==> src/rtl/led_fault_pkg.sv <==
package led_fault_pkg;
  function automatic int unsigned qual_limit(int unsigned base, int unsigned stagger,
                                             int unsigned idx);
    return base + idx * stagger;
  endfunction
endpackage

==> src/rtl/lf_qual_timer.sv <==
module lf_qual_timer #(
  parameter int unsigned CW  = 8,
  parameter int unsigned LIM = 40
) (
  input  logic clk,
  input  logic rst_n,
  input  logic on,
  input  logic vlow,
  output logic open_q
);
  localparam logic [CW-1:0] LIMV = CW'(LIM);
  logic [CW-1:0] run;

  always_ff @(posedge clk or negedge rst_n) begin
    if (!rst_n)          run <= '0;
    else if (!on)        run <= '0;
    else if (run != LIMV) run <= run + 1'b1;
  end

  assign open_q = on && vlow && (run == LIMV);

  assert_restart_R2: assert property (@(posedge clk) disable iff (!rst_n)
    !on |=> (run == '0));
  assert_no_overflow_R1: assert property (@(posedge clk) disable iff (!rst_n)
    run <= LIMV);
  assert_flag_after_on_R1: assert property (@(posedge clk) disable iff (!rst_n)
    open_q |-> $past(on));
endmodule

==> src/rtl/lf_status_capture.sv <==
module lf_status_capture #(
  parameter int unsigned W = 17
) (
  input  logic         clk,
  input  logic         rst_n,
  input  logic         latch,
  input  logic [W-1:0] snap_in,
  output logic [W-1:0] status
);
  logic latch_q;

  always_ff @(posedge clk or negedge rst_n) begin
    if (!rst_n) begin
      latch_q <= 1'b0;
      status  <= '0;
    end else begin
      latch_q <= latch;
      if (latch_q && !latch) status <= snap_in;
    end
  end

  assert_capture_R6: assert property (@(posedge clk) disable iff (!rst_n)
    (latch_q && !latch) |=> (status == $past(snap_in)));
  assert_hold_R7: assert property (@(posedge clk) disable iff (!rst_n)
    !(latch_q && !latch) |=> $stable(status));
endmodule

==> src/rtl/led_fault_monitor.sv <==
module led_fault_monitor #(
  parameter int unsigned NCH            = 16,
  parameter int unsigned QUAL_CYCLES    = 40,
  parameter int unsigned STAGGER_CYCLES = 3
) (
  input  logic           clk,
  input  logic           rst_n,
  input  logic [NCH-1:0] chan_on,
  input  logic [NCH-1:0] volt_low,
  input  logic           over_temp,
  input  logic           blank,
  input  logic           latch,
  output logic [NCH-1:0] open_flag,
  output logic           therm_flag,
  output logic           err_drive_low,
  output logic [NCH:0]   status_word
);
  import led_fault_pkg::*;
  localparam int unsigned MAXLIM = QUAL_CYCLES + (NCH - 1) * STAGGER_CYCLES;
  localparam int unsigned CW     = $clog2(MAXLIM + 1);

  for (genvar g = 0; g < NCH; g++) begin : g_ch
    lf_qual_timer #(
      .CW (CW),
      .LIM(qual_limit(QUAL_CYCLES, STAGGER_CYCLES, g))
    ) u_timer (
      .clk   (clk),
      .rst_n (rst_n),
      .on    (chan_on[g]),
      .vlow  (volt_low[g]),
      .open_q(open_flag[g])
    );
  end

  assign therm_flag    = over_temp;
  assign err_drive_low = therm_flag | ((|open_flag) & ~blank);

  lf_status_capture #(.W(NCH + 1)) u_status (
    .clk    (clk),
    .rst_n  (rst_n),
    .latch  (latch),
    .snap_in({therm_flag, open_flag}),
    .status (status_word)
  );

  assert_therm_err_R4: assert property (@(posedge clk) disable iff (!rst_n)
    over_temp |-> err_drive_low);
  assert_blank_mask_R5: assert property (@(posedge clk) disable iff (!rst_n)
    (blank && !over_temp) |-> !err_drive_low);
  assert_open_err_R4: assert property (@(posedge clk) disable iff (!rst_n)
    (!blank && (open_flag != '0)) |-> err_drive_low);
endmodule

==> config.mk <==
export PLATFORM = sky130hd
export DESIGN_NAME = led_fault_monitor
export DESIGN_NICKNAME = d
export VERILOG_FILES = /design/src/rtl/led_fault_pkg.sv /design/src/rtl/lf_qual_timer.sv /design/src/rtl/lf_status_capture.sv /design/src/rtl/led_fault_monitor.sv
export SDC_FILE = /design/constraint.sdc
export NUM_CORES = 1
export LEC_CHECK = 0
export BUFFER_PORTS_ARGS = -buffer_cell sky130_fd_sc_hd__clkbuf_2
export CAP_MARGIN = 20
export CORE_ASPECT_RATIO = 0.6
export CORE_MARGIN = 4
export CORE_UTILIZATION = 40
export DETAILED_ROUTE_END_ITERATION = 8
export RECOVER_POWER = 50
export SLEW_MARGIN = 30
export SYNTH_ARGS = -nofsm -noshare
export SYNTH_HDL_FRONTEND = slang
export SYNTH_SLANG_ARGS = --single-unit
==> constraint.sdc <==
create_clock -name clk -period 2.1 [get_ports clk]
set_input_delay 0 -clock clk [delete_from_list [all_inputs] [get_ports clk]]
set_output_delay 0 -clock clk [all_outputs]
set_load 0.05 [all_outputs]
==> results.tsv, run 1 <==
metric	value	unit
netlist_area	6630	µm²
path_cells	inv_2, ha_4, or4b_4, nor2_4, nor4_4, o2111ai_2, nor4_4, o21bai_2, buf_8	
totalWireLength	14300	µm
insertion_delay	420	ps
start_util	0.409	
cts_sinks	130	
drt-initial-drc-count	226	
gr-total-overflow	0	
end_kind	output pin	
num_rows	36	
seq_area_frac_synth	0.491	
drv_slew	0	
fin_cells	984	
holdCritPathClass	in -> reg	
nets	827	
p_leak	3.89	nW
clk_pin_slew	60	ps
cts_buffers	17	
synth_nets	700	
violations	negative setup slack	
portBuffers	71	
crit_start	g_ch[8].u_timer.run[1]$_DFFE_PN0P_	
dp.cells	909	
fin_skew	19.0	ps
antenna_found_initial	0	
die_x	174	µm
ant_nets	0	
grt_pass1_wl	23900	µm
cp_max_fo	2	
arrival	2240	ps
place_congestion	0.823	
die_area	18800	µm²
rsz0062_at_grt	true	
track_usage	0.156	
crit_required	2100	ps
cp-start-kind	register	
peakVddDrop	0.545	mV
synth-adder-area-share	0.0529	
worstMarginPinSlew	1000	ps
ff2ff_path_depth	6	
critical_path.endpoint	err_drive_low	
period_share	1.07	
cts-root-buf	clkbuf_16	
synth_compound_area_frac	0.0659	
synth_xor_area_frac	0.0912	
r2r_end	g_ch[8].u_timer.run[0]$_DFFE_PN0P_	
finalSetupViolations	1	
route.vias.total	4871	
cts_buffer_depth	2	
die_height	108	µm
grt_max_degree	60	
fmax	446	MHz
drive_above_1_share	0.203	
critical_path_class	reg -> out	
outcome	complete, but fails checks	
ys.flop_type	dfrtp_1	
slew_headroom	0.332	
async_flop_share	1.00	
h-tree-depth	4	
synth_edf_count	0	
ys_warn_count	0	
p_per_area	748	nW/µm²
routedWlPerCell	14.5	µm
fin_ws	-144	ps
hpwl	9720	µm
synth_top_family_by_area	simple AND/OR/NAND/NOR gates	
reg2reg_from	g_ch[8].u_timer.run[1]$_DFFE_PN0P_	
fin_hold_ws	25.1	ps
slowest_stage	or4b_4	
vias_per_cell	4.95	
finalInstanceArea	8380	µm²
synthSimpleGateAreaFrac	0.239	
cts_tree	built	
synth_mux_area_frac	0.0259	
syn_inst	635	
synth_area_per_cell	10.4	µm²
pin_count	72	
dr.pass1.iters	4	
post_dp_cell_area	7230	µm²
grt_pass1_vias	4928	
worst_path_most_repeated_cell	nor4_4	
area_growth	26.4	%
drc	0	
r2r_slack	150	ps
diodes	0	
max_cap_violations	0	
yosysUniqueCellTypes	44	
period_needed	2240	ps
total_power	6.27	mW
synth-seq-cells	130	
finalHoldViolCount	0	
core_area	16200	µm²
slowest_delay	480	ps
[report_power, final]
part	leakage (nW)	switching, mW	internal (mW)
Clock	0.297	1.08	2.05
Combinational	1.82	0.245	0.228
Sequential	1.77	0.0811	2.58
[cells in the mapped netlist, types with 5 or more instances]
cell type,instances,share of area
nor2_1,21,0.012
nor2b_1,31,0.029
mux2i_1,7,0.011
a21oi_1,6,0.0045
ha_1,28,0.053
inv_1,23,0.013
o211a_1,5,0.0076
and3_1,23,0.022
xor2_1,11,0.015
buf_4,17,0.019
dfrtp_1,130,0.49
nor4_1,5,0.0047
o21ai_0,32,0.024
mux2_2,9,0.015
nor3_1,10,0.0076
nand3_1,42,0.032
nand2_1,47,0.027
a31oi_1,8,0.0076
a21boi_0,13,0.015
nand4_1,8,0.0076
xnor2_1,58,0.077
nand4b_1,5,0.0066
or3_1,12,0.011
and2_1,46,0.043
[placed cells by master, fill, tap and decap left out, types with 3 or more instances in the layout]
cell type,instances
xor2_1,11
nand4b_1,5
dfrtp_1,130
dlygate4sd3_1,27
clkbuf_1,16
nand3_1,42
o21ai_0,32
clkbuf_2,56
a21oi_1,6
clkbuf_16,17
nor3b_1,3
bufinv_16,4
inv_2,3
nand4_1,8
a31oi_1,8
nand2_1,46
inv_1,20
mux2i_1,7
and2_1,45
nor2b_1,31
or2_2,3
nand4bb_1,3
xnor2_1,58
nor3_1,8
a21boi_0,13
ha_1,26
nor2_1,20
buf_4,30
o211a_1,5
mux2_2,9
and3_1,23
or3_1,12
[how the worst min path moves through the flow]
stage,start,end,cells after the start
2_1_floorplan,rst_n,g_ch[0].u_timer.run[0]$_DFFE_PN0P_,0
3_3_place_gp,rst_n,g_ch[5].u_timer.run[2]$_DFFE_PN0P_,1
3_5_place_dp,rst_n,g_ch[5].u_timer.run[2]$_DFFE_PN0P_,1
4_1_cts,volt_low[5],u_status.status[5]$_DFFE_PN0P_,3
5_1_grt,volt_low[5],u_status.status[5]$_DFFE_PN0P_,3
6_report,volt_low[0],u_status.status[0]$_DFFE_PN0P_,4
[cells by family (layout without fill, tap and decap cells)]
kind of cell	count (synthesis)	after routing
and+or+nand+nor	278	278
buffers and inverters	44	184
muxes	16	16
DFF	130	130
AOI/OAI and AO/OA	70	70
adders and majority gates	28	28
xor gates and xnor gates	69	69
[cell type report]
| class | count | area [µm²] |
|---|---|---|
| inverter | 23 | 86.3 |
| multi-input combinational | 461 | 3290 |
| tap | 209 | 262 |
| sequential | 130 | 3250 |
| timing repair buffer | 129 | 871 |
| clock inverter | 9 | 154 |
| clock buffer | 23 | 468 |
| fill | 1466 | 7840 |
[sequential cells by signal (all words and copies together), names as in the netlist]
register          count
u_status.status      17
u_status.latch_q      1
g_ch.u_timer.run    112
[metrics by stage]
step	setup TNS (ps)	utilization	setup WS [ps]
6_report	-144	0.517	-144
5_1_grt	-346	0.517	-276
4_1_cts	-219	0.508	-219
3_5_place_dp	-117	0.446	-117
3_3_place_gp	0	0.446	17.3
2_1_floorplan	0	-	189
[metal layers]
| metal | track usage | vias up | share of wire | wire (µm) |
|---|---|---|---|---|
| met4 | 0.0361 | 0 | 0.012 | 172 |
| met1 | 0.218 | 2347 | 0.50 | 7080 |
| met2 | 0.243 | 71 | 0.46 | 6540 |
| met5 | 0 | - | 0 | 0 |
| li1 | - | 2438 | - | - |
| met3 | 0.0442 | 15 | 0.034 | 490 |
[what timing repair did]
| item | 4_1_cts | 5_1_grt |
|---|---|---|
| hold buffers | 27 | 0 |
| setup endpoints to repair | 2 | 4 |
| endpoints found under the hold margin | 249 | 0 |
| setup buffers | 6 | 10 |
| pin swaps | 6 | 9 |
| resized for setup | 15 | 20 |
[worst max-delay path: cells and delay by family (launching register included)]
family / cells / cell delay, ps
AND/OR/NAND/NOR: 4 / 780
flip-flops: 1 / 400
AO/OA/AOI/OAI: 2 / 280
buffers and inverters: 2 / 250
adder cells (fa/ha/maj): 1 / 120
(Power assumes the default switching activity.)
==> run 2: changes to the inputs <==
==> constraint.sdc (replaced) <==
create_clock -name clk -period 2.1 [get_ports clk]
set_input_delay 0.21 -clock clk [delete_from_list [all_inputs] [get_ports clk]]
set_output_delay 0.21 -clock clk [all_outputs]
set_load 0.05 [all_outputs]
==> run 2 against run 1 <==
  * The flow still finishes with violations (negative setup slack)
  * Setup slack got worse by 180 ps
  * Count of clock-buffer cells in the layout fell by 2
  * Worst hold slack gained 71 ps
  * Critical path type unchanged
  * Highest routed layer unchanged
==> results.tsv, run 2 (synthesis gave the netlist of run 1 again) <==
metric	value	unit	change
period_share	1.16		+0.0873
max_cap_violations	0		unchanged
period_needed	2430	ps	+183 ps
arrival	2220	ps	-20 ps
portBuffers	71		unchanged
insertion_delay	400	ps	-20 ps
largest_reg_flops	112		unchanged
tns	-698	ps	-553 ps
p_per_area	723	nW/µm²	-3.4%
num_rows	36		unchanged
clk_pin_slew	50	ps	about the same
crit_required	1890	ps	-210 ps
die_x	174	µm	unchanged
place_congestion	0.814		-1.1%
p_leak	4.16	nW	+7.0%
r2r_slack	-220	ps	-370 ps
top_register	g_ch.u_timer.run		
mostFrequentLayoutCells	130 x dfrtp_1, 87 x buf_4, 58 x clkbuf_2		
critical_path.endpoint	err_drive_low		
grt_max_degree	44		-27%
violations	negative setup slack		
track_usage	0.168		+0.0115
nets	871		+5.3%
cts-root-buf	clkbuf_16		
post_dp_cell_area	7720	µm²	+6.7%
final_common_cell	dfrtp_1		
end_kind	output pin		
holdCritPathClass	in -> reg		
die_area	18800	µm²	unchanged
start_util	0.409		unchanged
pin_count	72		unchanged
slew_headroom	0.280		-0.0517
utilization	0.540		+0.0233
antenna_found_initial	0		unchanged
drc	0		unchanged
finalSetupViolations	3		+2
drt-initial-drc-count	283		+25%
gr-total-overflow	0		unchanged
finalHoldViolCount	0		unchanged
h-tree-depth	4		unchanged
total_power	6.33	mW	+0.98%
outcome	complete, but fails checks		
cts_tree	built		
finalInstanceArea	8760	µm²	+4.5%
grt_pass1_vias	5340		+8.4%
dr.pass1.iters	4		unchanged
grt_pass1_wl	25700	µm	+7.5%
cp_max_fo	2		unchanged
drv_slew	0		unchanged
dp.cells	969		+6.6%
cts_sinks	130		unchanged
route.vias.total	5078		+4.2%
routedWlPerCell	14.9	µm	+2.4%
core_area	16200	µm²	unchanged
worstMarginPinSlew	1080	ps	+77.5 ps
fin_skew	7.62	ps	-11.4 ps
die_height	108	µm	unchanged
r2r_end	g_ch[8].u_timer.run[0]$_DFFE_PN0P_		
fin_ws	-328	ps	-183 ps
cts_buffers	17		unchanged
peakVddDrop	0.380	mV	-30%
hpwl	10800	µm	+12%
drive_above_1_share	0.294		+0.0912
cts_buffer_depth	2		unchanged
reg_top3	g_ch.u_timer.run (112), u_status.status (17), u_status.latch_q (1)		
totalWireLength	15200	µm	+6.8%
post-place-ws	-337	ps	-220 ps
rsz0062_at_grt	true		
crit_start	g_ch[8].u_timer.run[1]$_DFFE_PN0P_		
vias_per_cell	4.95		about the same
fmax	412	MHz	-7.6%
ff2ff_path_depth	16		+10
area_growth	32.1	%	
cp-start-kind	register		
fin_cells	1026		+4.3%
diodes	0		unchanged
critical_path_class	reg -> out		
fin_hold_ws	96.4	ps	+71.3 ps
ant_nets	0		unchanged
reg2reg_from	g_ch[8].u_timer.run[0]$_DFFE_PN0P_		
-- run 2: worst min-delay path by stage --
stage,end,from,slack [ps],cells after the start
2_1_floorplan,g_ch[0].u_timer.run[0]$_DFFE_PN0P_,rst_n,-90,0
3_3_place_gp,g_ch[5].u_timer.run[4]$_DFFE_PN0P_,rst_n,250,1
3_5_place_dp,g_ch[5].u_timer.run[2]$_DFFE_PN0P_,rst_n,260,1
4_1_cts,g_ch[1].u_timer.run[2]$_DFFE_PN0P_,chan_on[1],80,3
5_1_grt,g_ch[1].u_timer.run[2]$_DFFE_PN0P_,chan_on[1],100,3
6_report,g_ch[1].u_timer.run[2]$_DFFE_PN0P_,chan_on[1],100,3
-- run 2: what timing repair did --
action,in CTS,in global routing
gates resized for setup,24,39
pin swaps,9,13
endpoints found under the setup margin,8,14
endpoints found under the hold margin,40,0
buffers inserted,19,10
hold buffers,2,0
-- run 2: report_power, final --
part	leakage, nW	internal (mW)	total [mW]	switching [mW]
Clock	0.293	2.07	3.13	1.06
Combinational	2.10	0.270	0.556	0.286
Sequential	1.77	2.58	2.64	0.0582
-- run 2: worst max-delay path, stage by stage, from the launching register on --
cell and delay (ps):
dfrtp_1 390, inv_2 100, ha_4 130, or4b_4 480, nor2_4 170, nor4_4 50, o2111ai_2 100, nor4_4 70
o21bai_4 170, buf_8 160
-- run 2: final cells by class --
class	count	area (µm²)
Fill cell	1391	7460
Multi-Input combinational cell	461	3340
Sequential cell	130	3250
Timing Repair Buffer	173	1190
Clock buffer	21	470
Tap cell	209	262
Clock inverter	9	155
Inverter	23	86.3
-- run 2: routing by layer --
metal	global-route usage	share of wire	up-vias
li1	-	-	2520
met1	0.222	0.47	2469
met2	0.276	0.48	67
met3	0.0376	0.031	22
met4	0.0559	0.014	0
met5	0	0	-
